File: src/rtl/wdog_pkg.sv
package wdog_pkg;

  localparam int DATA_W = 32;
  localparam int ADDR_W = 4;
  localparam int DIV_W  = 18;
  localparam int LIM_W  = 16;

  localparam logic [ADDR_W-1:0] OFS_CTRL   = 4'h0;
  localparam logic [ADDR_W-1:0] OFS_LIMCNT = 4'h8;
  localparam logic [ADDR_W-1:0] OFS_KICK   = 4'hC;

  localparam int BIT_RUN    = 18;
  localparam int BIT_RSTSEL = 21;
  localparam int BIT_CLKON  = 24;
  localparam int BIT_DIVON  = 25;

  typedef struct packed {
    logic             div_on;
    logic             clk_on;
    logic             rst_sel;
    logic             run;
    logic [DIV_W-1:0] div;
  } ctrl_t;

  // Effective divisor: zero is treated as one.
  function automatic logic [DIV_W-1:0] eff_div(input logic [DIV_W-1:0] d);
    return (d == '0) ? DIV_W'(1) : d;
  endfunction

  // Control register image as software sees it.
  function automatic logic [DATA_W-1:0] ctrl_word(input ctrl_t c);
    logic [DATA_W-1:0] w;
    w = '0;
    w[DIV_W-1:0]  = c.div;
    w[BIT_RUN]    = c.run;
    w[BIT_RSTSEL] = c.rst_sel;
    w[BIT_CLKON]  = c.clk_on;
    w[BIT_DIVON]  = c.div_on;
    return w;
  endfunction

  // Ticks still to go before expiry.
  function automatic logic [LIM_W-1:0] ticks_left(input logic [LIM_W-1:0] lim,
                                                  input logic [LIM_W-1:0] cnt);
    return lim - cnt;
  endfunction

endpackage

File: src/rtl/wdog_regs.sv
module wdog_regs
  import wdog_pkg::*;
(
  input  logic              clk,
  input  logic              rst_n,
  input  logic [ADDR_W-1:0] addr_i,
  input  logic              wr_i,
  input  logic              rd_i,
  input  logic [DATA_W-1:0] wdata_i,
  input  logic [LIM_W-1:0]  cnt_i,
  output ctrl_t             ctrl_o,
  output logic [LIM_W-1:0]  limit_o,
  output logic              kick_o,
  output logic [DATA_W-1:0] rdata_o
);

  logic wr_ctrl, wr_lim;
  logic [DATA_W-1:0] rd_mux;
  logic unused_bits;

  assign wr_ctrl = wr_i && (addr_i == OFS_CTRL);
  assign wr_lim  = wr_i && (addr_i == OFS_LIMCNT);
  assign kick_o  = wr_i && (addr_i == OFS_KICK);

  assign unused_bits = ^{wdata_i[DATA_W-1:BIT_DIVON+1], wdata_i[BIT_CLKON-1:BIT_RSTSEL+1],
                         wdata_i[BIT_RSTSEL-1:BIT_RUN+1]};

  always_ff @(posedge clk or negedge rst_n) begin
    if (!rst_n) begin
      ctrl_o  <= '0;
      limit_o <= '0;
    end else begin
      if (wr_ctrl) begin
        ctrl_o.div     <= wdata_i[DIV_W-1:0];
        ctrl_o.run     <= wdata_i[BIT_RUN];
        ctrl_o.rst_sel <= wdata_i[BIT_RSTSEL];
        ctrl_o.clk_on  <= wdata_i[BIT_CLKON];
        ctrl_o.div_on  <= wdata_i[BIT_DIVON];
      end
      if (wr_lim) limit_o <= wdata_i[LIM_W-1:0];
    end
  end

  always_comb begin
    rd_mux = '0;
    case (addr_i)
      OFS_CTRL:   rd_mux = ctrl_word(ctrl_o);
      OFS_LIMCNT: rd_mux = {cnt_i, limit_o};
      default:    rd_mux = '0;
    endcase
  end

  assign rdata_o = rd_i ? rd_mux : '0;

  AST_CTRL_HOLD: assert property (@(posedge clk) disable iff (!rst_n)
    !wr_ctrl |=> $stable(ctrl_o));

endmodule

File: src/rtl/wdog_prescaler.sv
module wdog_prescaler #(
  parameter int W = 18
) (
  input  logic         clk,
  input  logic         rst_n,
  input  logic         gate_i,
  input  logic [W-1:0] div_i,
  output logic         tick_o
);

  logic [W-1:0] phase;
  logic [W-1:0] last;

  assign last   = ((div_i == '0) ? W'(1) : div_i) - W'(1);
  assign tick_o = gate_i && (phase >= last);

  always_ff @(posedge clk or negedge rst_n) begin
    if (!rst_n)       phase <= '0;
    else if (!gate_i) phase <= '0;
    else if (tick_o)  phase <= '0;
    else              phase <= phase + W'(1);
  end

  AST_PHASE_RESTART: assert property (@(posedge clk) disable iff (!rst_n)
    !gate_i |=> (phase == '0));

  AST_NO_TICK_GATED: assert property (@(posedge clk) disable iff (!rst_n)
    $fell(gate_i) |-> !tick_o);

endmodule

File: src/rtl/wdog_expiry.sv
module wdog_expiry #(
  parameter int CNT_W     = 16,
  parameter int PULSE_LEN = 16
) (
  input  logic             clk,
  input  logic             rst_n,
  input  logic             run_i,
  input  logic             tick_i,
  input  logic             kick_i,
  input  logic [CNT_W-1:0] limit_i,
  input  logic             rst_sel_i,
  output logic [CNT_W-1:0] cnt_o,
  output logic             sys_rst_o,
  output logic             expired_o
);

  localparam int PW = $clog2(PULSE_LEN + 1);

  logic [PW-1:0] pls_cnt;
  logic pulse_act, pulse_end, hit, advance;

  assign pulse_act = (pls_cnt != '0);
  assign pulse_end = (pls_cnt == PW'(1));
  assign advance   = tick_i && !pulse_act;
  assign hit       = advance && !kick_i && (CNT_W'(cnt_o + 1'b1) == limit_i);

  always_ff @(posedge clk or negedge rst_n) begin
    if (!rst_n) begin
      cnt_o     <= '0;
      pls_cnt   <= '0;
      expired_o <= 1'b0;
    end else begin
      if (kick_i || pulse_end) cnt_o <= '0;
      else if (advance)        cnt_o <= cnt_o + 1'b1;

      if (hit)            pls_cnt <= PW'(PULSE_LEN);
      else if (pulse_act) pls_cnt <= pls_cnt - 1'b1;

      if (kick_i)   expired_o <= 1'b0;
      else if (hit) expired_o <= 1'b1;
    end
  end

  assign sys_rst_o = pulse_act && rst_sel_i;

  AST_KICK_CLEARS: assert property (@(posedge clk) disable iff (!rst_n)
    kick_i |=> (cnt_o == '0));

  AST_HOLD_WHEN_OFF: assert property (@(posedge clk) disable iff (!rst_n)
    (!run_i && !kick_i && !pulse_act) |=> $stable(cnt_o));

  AST_PULSE_START: assert property (@(posedge clk) disable iff (!rst_n)
    $rose(pulse_act) |-> (expired_o || $past(kick_i)));

  AST_CLEAR_AFTER_PULSE: assert property (@(posedge clk) disable iff (!rst_n)
    $fell(pulse_act) |-> (cnt_o == '0));

endmodule

File: src/rtl/wdog_periph.sv
module wdog_periph
  import wdog_pkg::*;
(
  input  logic              clk,
  input  logic              rst_n,
  input  logic [3:0]        bus_addr,
  input  logic              bus_wr,
  input  logic              bus_rd,
  input  logic [31:0]       bus_wdata,
  output logic [31:0]       bus_rdata,
  output logic              sys_rst_o,
  output logic              expired_o
);

  localparam int PULSE_LEN = 16;

  ctrl_t            ctrl;
  logic [LIM_W-1:0] limit, cnt;
  logic             kick, tick, gate;

  assign gate = ctrl.run && ctrl.clk_on && ctrl.div_on;

  wdog_regs regs_i (
    .clk(clk), .rst_n(rst_n), .addr_i(bus_addr), .wr_i(bus_wr), .rd_i(bus_rd),
    .wdata_i(bus_wdata), .cnt_i(cnt), .ctrl_o(ctrl), .limit_o(limit),
    .kick_o(kick), .rdata_o(bus_rdata)
  );

  wdog_prescaler #(.W(DIV_W)) pre_i (
    .clk(clk), .rst_n(rst_n), .gate_i(gate), .div_i(ctrl.div), .tick_o(tick)
  );

  wdog_expiry #(.CNT_W(LIM_W), .PULSE_LEN(PULSE_LEN)) exp_i (
    .clk(clk), .rst_n(rst_n), .run_i(gate), .tick_i(tick), .kick_i(kick),
    .limit_i(limit), .rst_sel_i(ctrl.rst_sel), .cnt_o(cnt),
    .sys_rst_o(sys_rst_o), .expired_o(expired_o)
  );

  AST_RST_IMPLIES_FLAG: assert property (@(posedge clk) disable iff (!rst_n)
    $rose(sys_rst_o) |-> expired_o);

endmodule

File: config.mk
export PLATFORM = sky130hd
export DESIGN_NAME = wdog_periph
export DESIGN_NICKNAME = d
export VERILOG_FILES = /design/src/rtl/wdog_pkg.sv /design/src/rtl/wdog_regs.sv /design/src/rtl/wdog_prescaler.sv /design/src/rtl/wdog_expiry.sv /design/src/rtl/wdog_periph.sv
export SDC_FILE = /design/constraint.sdc
export NUM_CORES = 1
export LEC_CHECK = 0
export CORE_UTILIZATION = 30
export CTS_CLUSTER_DIAMETER = 60
export DETAILED_ROUTE_END_ITERATION = 12
export GPL_TIMING_DRIVEN = 0
export SLEW_MARGIN = 15
export SYNTH_ARGS = -nofsm -noshare
export SYNTH_HDL_FRONTEND = slang
export SYNTH_SLANG_ARGS = --single-unit
File: constraint.sdc
create_clock -name clk -period 4.44 [get_ports clk]
set_input_delay 0.888 -clock clk [delete_from_list [all_inputs] [get_ports clk]]
set_output_delay 0.888 -clock clk [all_outputs]
set_load 0.1 [all_outputs]
==> flow_summary.yaml <==
route:
  drtPass1Iterations: 4
  drc: 0
  wl_per_cell_um: 16.26
  vias: 4233
  drt-initial-drc-count: 291
  drtAntennaViolNets: 0
  routed_wl_um: 13510
  vias_per_cell: 5.094
worst_setup_path:
  end_kind: "register"
  crit_top_cell: "or3_4"
  reg2regPathDepth: 21
  worstPathRequired_ns: 4.71
  crit_path_max_incr_delay_ns: 0.51
  crit_slowest_cell: "or4_4"
  worstSetupPathType: "reg2reg"
  crit_chain: "or4_4, or3_4, or3_4, nor2b_4, nor2_4, ha_4, nand2b_4, or3_4, or3_4, nor2_4, xnor2_2, ha_1, nand4_1, nor4_2, a21oi_1, o211ai_1, buf_4, nand2_8, buf_8, or3_1, a21oi_1"
  arrival_ns: 4.76
  cp_max_fo: 6
  cp-start-kind: "register"
power:
  p_leak_nw: 2.758
  p_total_w: 0.002355
  power_density_nw_per_um2: 357.8
  ir_worst_vdd_mv: 0.1803
global_routing:
  grtUsageTotal: 0.1674
  grt_max_degree: 55
  grt_pass1_vias: 4308
  grt_first_pass_wirelength_um: 21630
  grt-ovfl-total: 0
  antenna_found_initial: 0
timing:
  fin_crit_sh: 1.013
  rsz0062_at_grt: "true"
  max_freq_ghz: 0.2224
  slew_headroom: 0.3536
  worstMarginPinSlew_ns: 0.9666
  period_needed_ns: 4.496
  fin_setup_tns_ns: -0.2323
  fin_worst_skew_ns: 0.006973
  setup_ws_ns: -0.05598
  setup_violations: 15
  finalHoldViolCount: 0
  maxSlewViolCount: 0
synth:
  synth_xor_area_frac: 0.09876
  synth.distinct_cells: 53
  synthSimpleGateAreaFrac: 0.2278
  yosysTopAreaCell: "dfrtp_1"
  synth_compound_area_frac: 0.1008
  yosys-top-cells-count: "dfrtp_1 (78), mux2_2 (39), nor2_1 (38), nand2_1 (33), xor2_1 (28)"
  ys_warn_count: 0
  yosysMostFrequentCell: "dfrtp_1"
  synth-edff-count: 0
  yosysTopAreaCellShare: 0.3940
  syn_area_um2: 4954
  synth_area_leaders: "dfrtp_1 (39%), mux2_2 (8.9%), ha_1 (5.8%)"
  async_flop_share: 1.000
  syn-num-nets: 579
  synthCells: 516
  seq_area_frac_synth: 0.3940
  synth.ff_latch_count: 78
  synth.mux.area_fraction: 0.09295
  synthAdderAreaFrac: 0.05810
  synthFlopType: "dfrtp_1"
  synth_top_family_by_area: "simple AND/OR/NAND/NOR gates"
  syn_area_per_cell_um2: 9.600
layout:
  syn2layout_area_growth_pct: 32.89
  final_area_um2: 6583
  n_antenna_cell: 0
  nets: 673
  drive_gt1_frac: 0.2439
clock_network:
  cts-root-buf: "clkbuf_16"
  cts_tree: "built"
  clkLatencyLatePin_ns: 0.35
  cts_hold_buf: 0
  clk_pin_slew_worst_paths_ns: 0.06
  cts_sinks: 78
  htree_levels: 3
  clockBufferDepth: 2
  cts_buffers: 9
placement:
  dp_hpwl_um: 10050
  gp_congestion: 0.9225
  port_buffers: 63
  placed_area_um2: 5883
  pre_cts_ws_ns: -0.8105
die:
  rows: 46
  core_area_um2: 16000
  dieArea_um2: 17030
  die_x_um: 130.5
  ios: 74
  initial_core_util: 0.3096
  die_h_um: 130.5
flow_run:
  max_cap_viol_count: 0
outcome:
  status: "complete, but fails checks"
  failed_checks: "setup timing"
min_path:
  hp-class: "in2async"
[sequential cells by signal, indices dropped and copies added (netlist names)]
signal,flops
exp_i.pls_cnt,5
pre_i.phase,18
regs_i.limit_o,16
regs_i.ctrl_o,22
exp_i.expired_o,1
exp_i.cnt_o,16
[layout by cell type, fill, tap and decap left out, types with 17 or more instances in the layout]
| cell | n |
|---|---|
| ha_1 | 22 |
| a21oi_1 | 17 |
| clkdlybuf4s15_2 | 20 |
| nor2_1 | 28 |
| nor2b_1 | 24 |
| nand2_1 | 31 |
| dfrtp_1 | 76 |
| mux2_2 | 39 |
| buf_4 | 17 |
| nand3_1 | 20 |
| xnor2_1 | 24 |
| clkdlybuf4s50_1 | 30 |
| and3_1 | 17 |
| xor2_1 | 28 |
| a22oi_1 | 23 |
[repair_timing]
item,in CTS,in global routing
gates resized for setup,103,27
pin swaps,27,18
gates cloned,1,0
setup endpoints to repair,70,60
setup buffers,13,6
[where the power goes]
part	switching, W	internal, W	total (W)
clock	0.000302	0.000466	0.000768
sequential	0.000135	0.000814	0.000950
combinational	0.000331	0.000307	0.000638
total	0.000769	0.00159	0.00236
[metal layers]
layer,track usage,wire [µm],part of all wire
met5,0,0,0
met4,0.08046,348,0.026
met3,0.03298,605,0.045
met2,0.3013,7128,0.53
met1,0.1893,5425,0.40
[layout make-up]
type / count / area [µm²]
Fill cell: 1571 / 9418
Timing Repair Buffer: 84 / 830.8
Tap cell: 216 / 270.3
Buffer: 21 / 120.1
Clock inverter: 5 / 56.30
Clock buffer: 11 / 252.7
Multi-Input combinational cell: 404 / 3053
Inverter: 12 / 45.04
Sequential cell: 78 / 1954
[per-stage QoR]
step | hold WS [ns] | instances | util
2_1_floorplan | 0.4507 | 516 | -
3_3_place_gp | 0.4626 | 795 | 0.3661
3_5_place_dp | 0.4772 | 796 | 0.3677
4_1_cts | 0.4451 | 825 | 0.4012
5_1_grt | 0.4662 | 831 | 0.4114
6_report | 0.4387 | 831 | 0.4114
[kinds of logic (layout without fill, tap and decap cells)]
family / after synthesis / in the layout
mux: 41 / 41
fa+ha+maj: 23 / 23
flops: 78 / 78
compound gates: 76 / 76
simple gates: 209 / 209
buf+inv: 34 / 133
xor+xnor: 55 / 55
[worst paths after layout]
| path | from | endpoint | slack [ns] |
|---|---|---|---|
| max | regs_i.ctrl_o[12] | exp_i.cnt_o[6] | -0.06 |
| min | rst_n | exp_i.cnt_o[13] | 0.44 |
| max reg2reg | regs_i.ctrl_o[12] | exp_i.cnt_o[6] | -0.06 |
| min reg2reg | exp_i.expired_o | exp_i.expired_o | 0.49 |
| max in group asynchronous | rst_n | regs_i.ctrl_o[11] | 3.40 |
| min in group clk | exp_i.expired_o | exp_i.expired_o | 0.49 |
[critical path: cells and delay by family (launching register included)]
family / cells / cell delay (ns)
DFF: 1 / 0.42
xor gates and xnor gates: 1 / 0.14
and+or+nand+nor: 13 / 2.60
AOI/OAI and AO/OA: 3 / 0.43
buffers and inverters: 2 / 0.36
adders and majority gates: 2 / 0.47
Power figures use the tool's default switching activity.
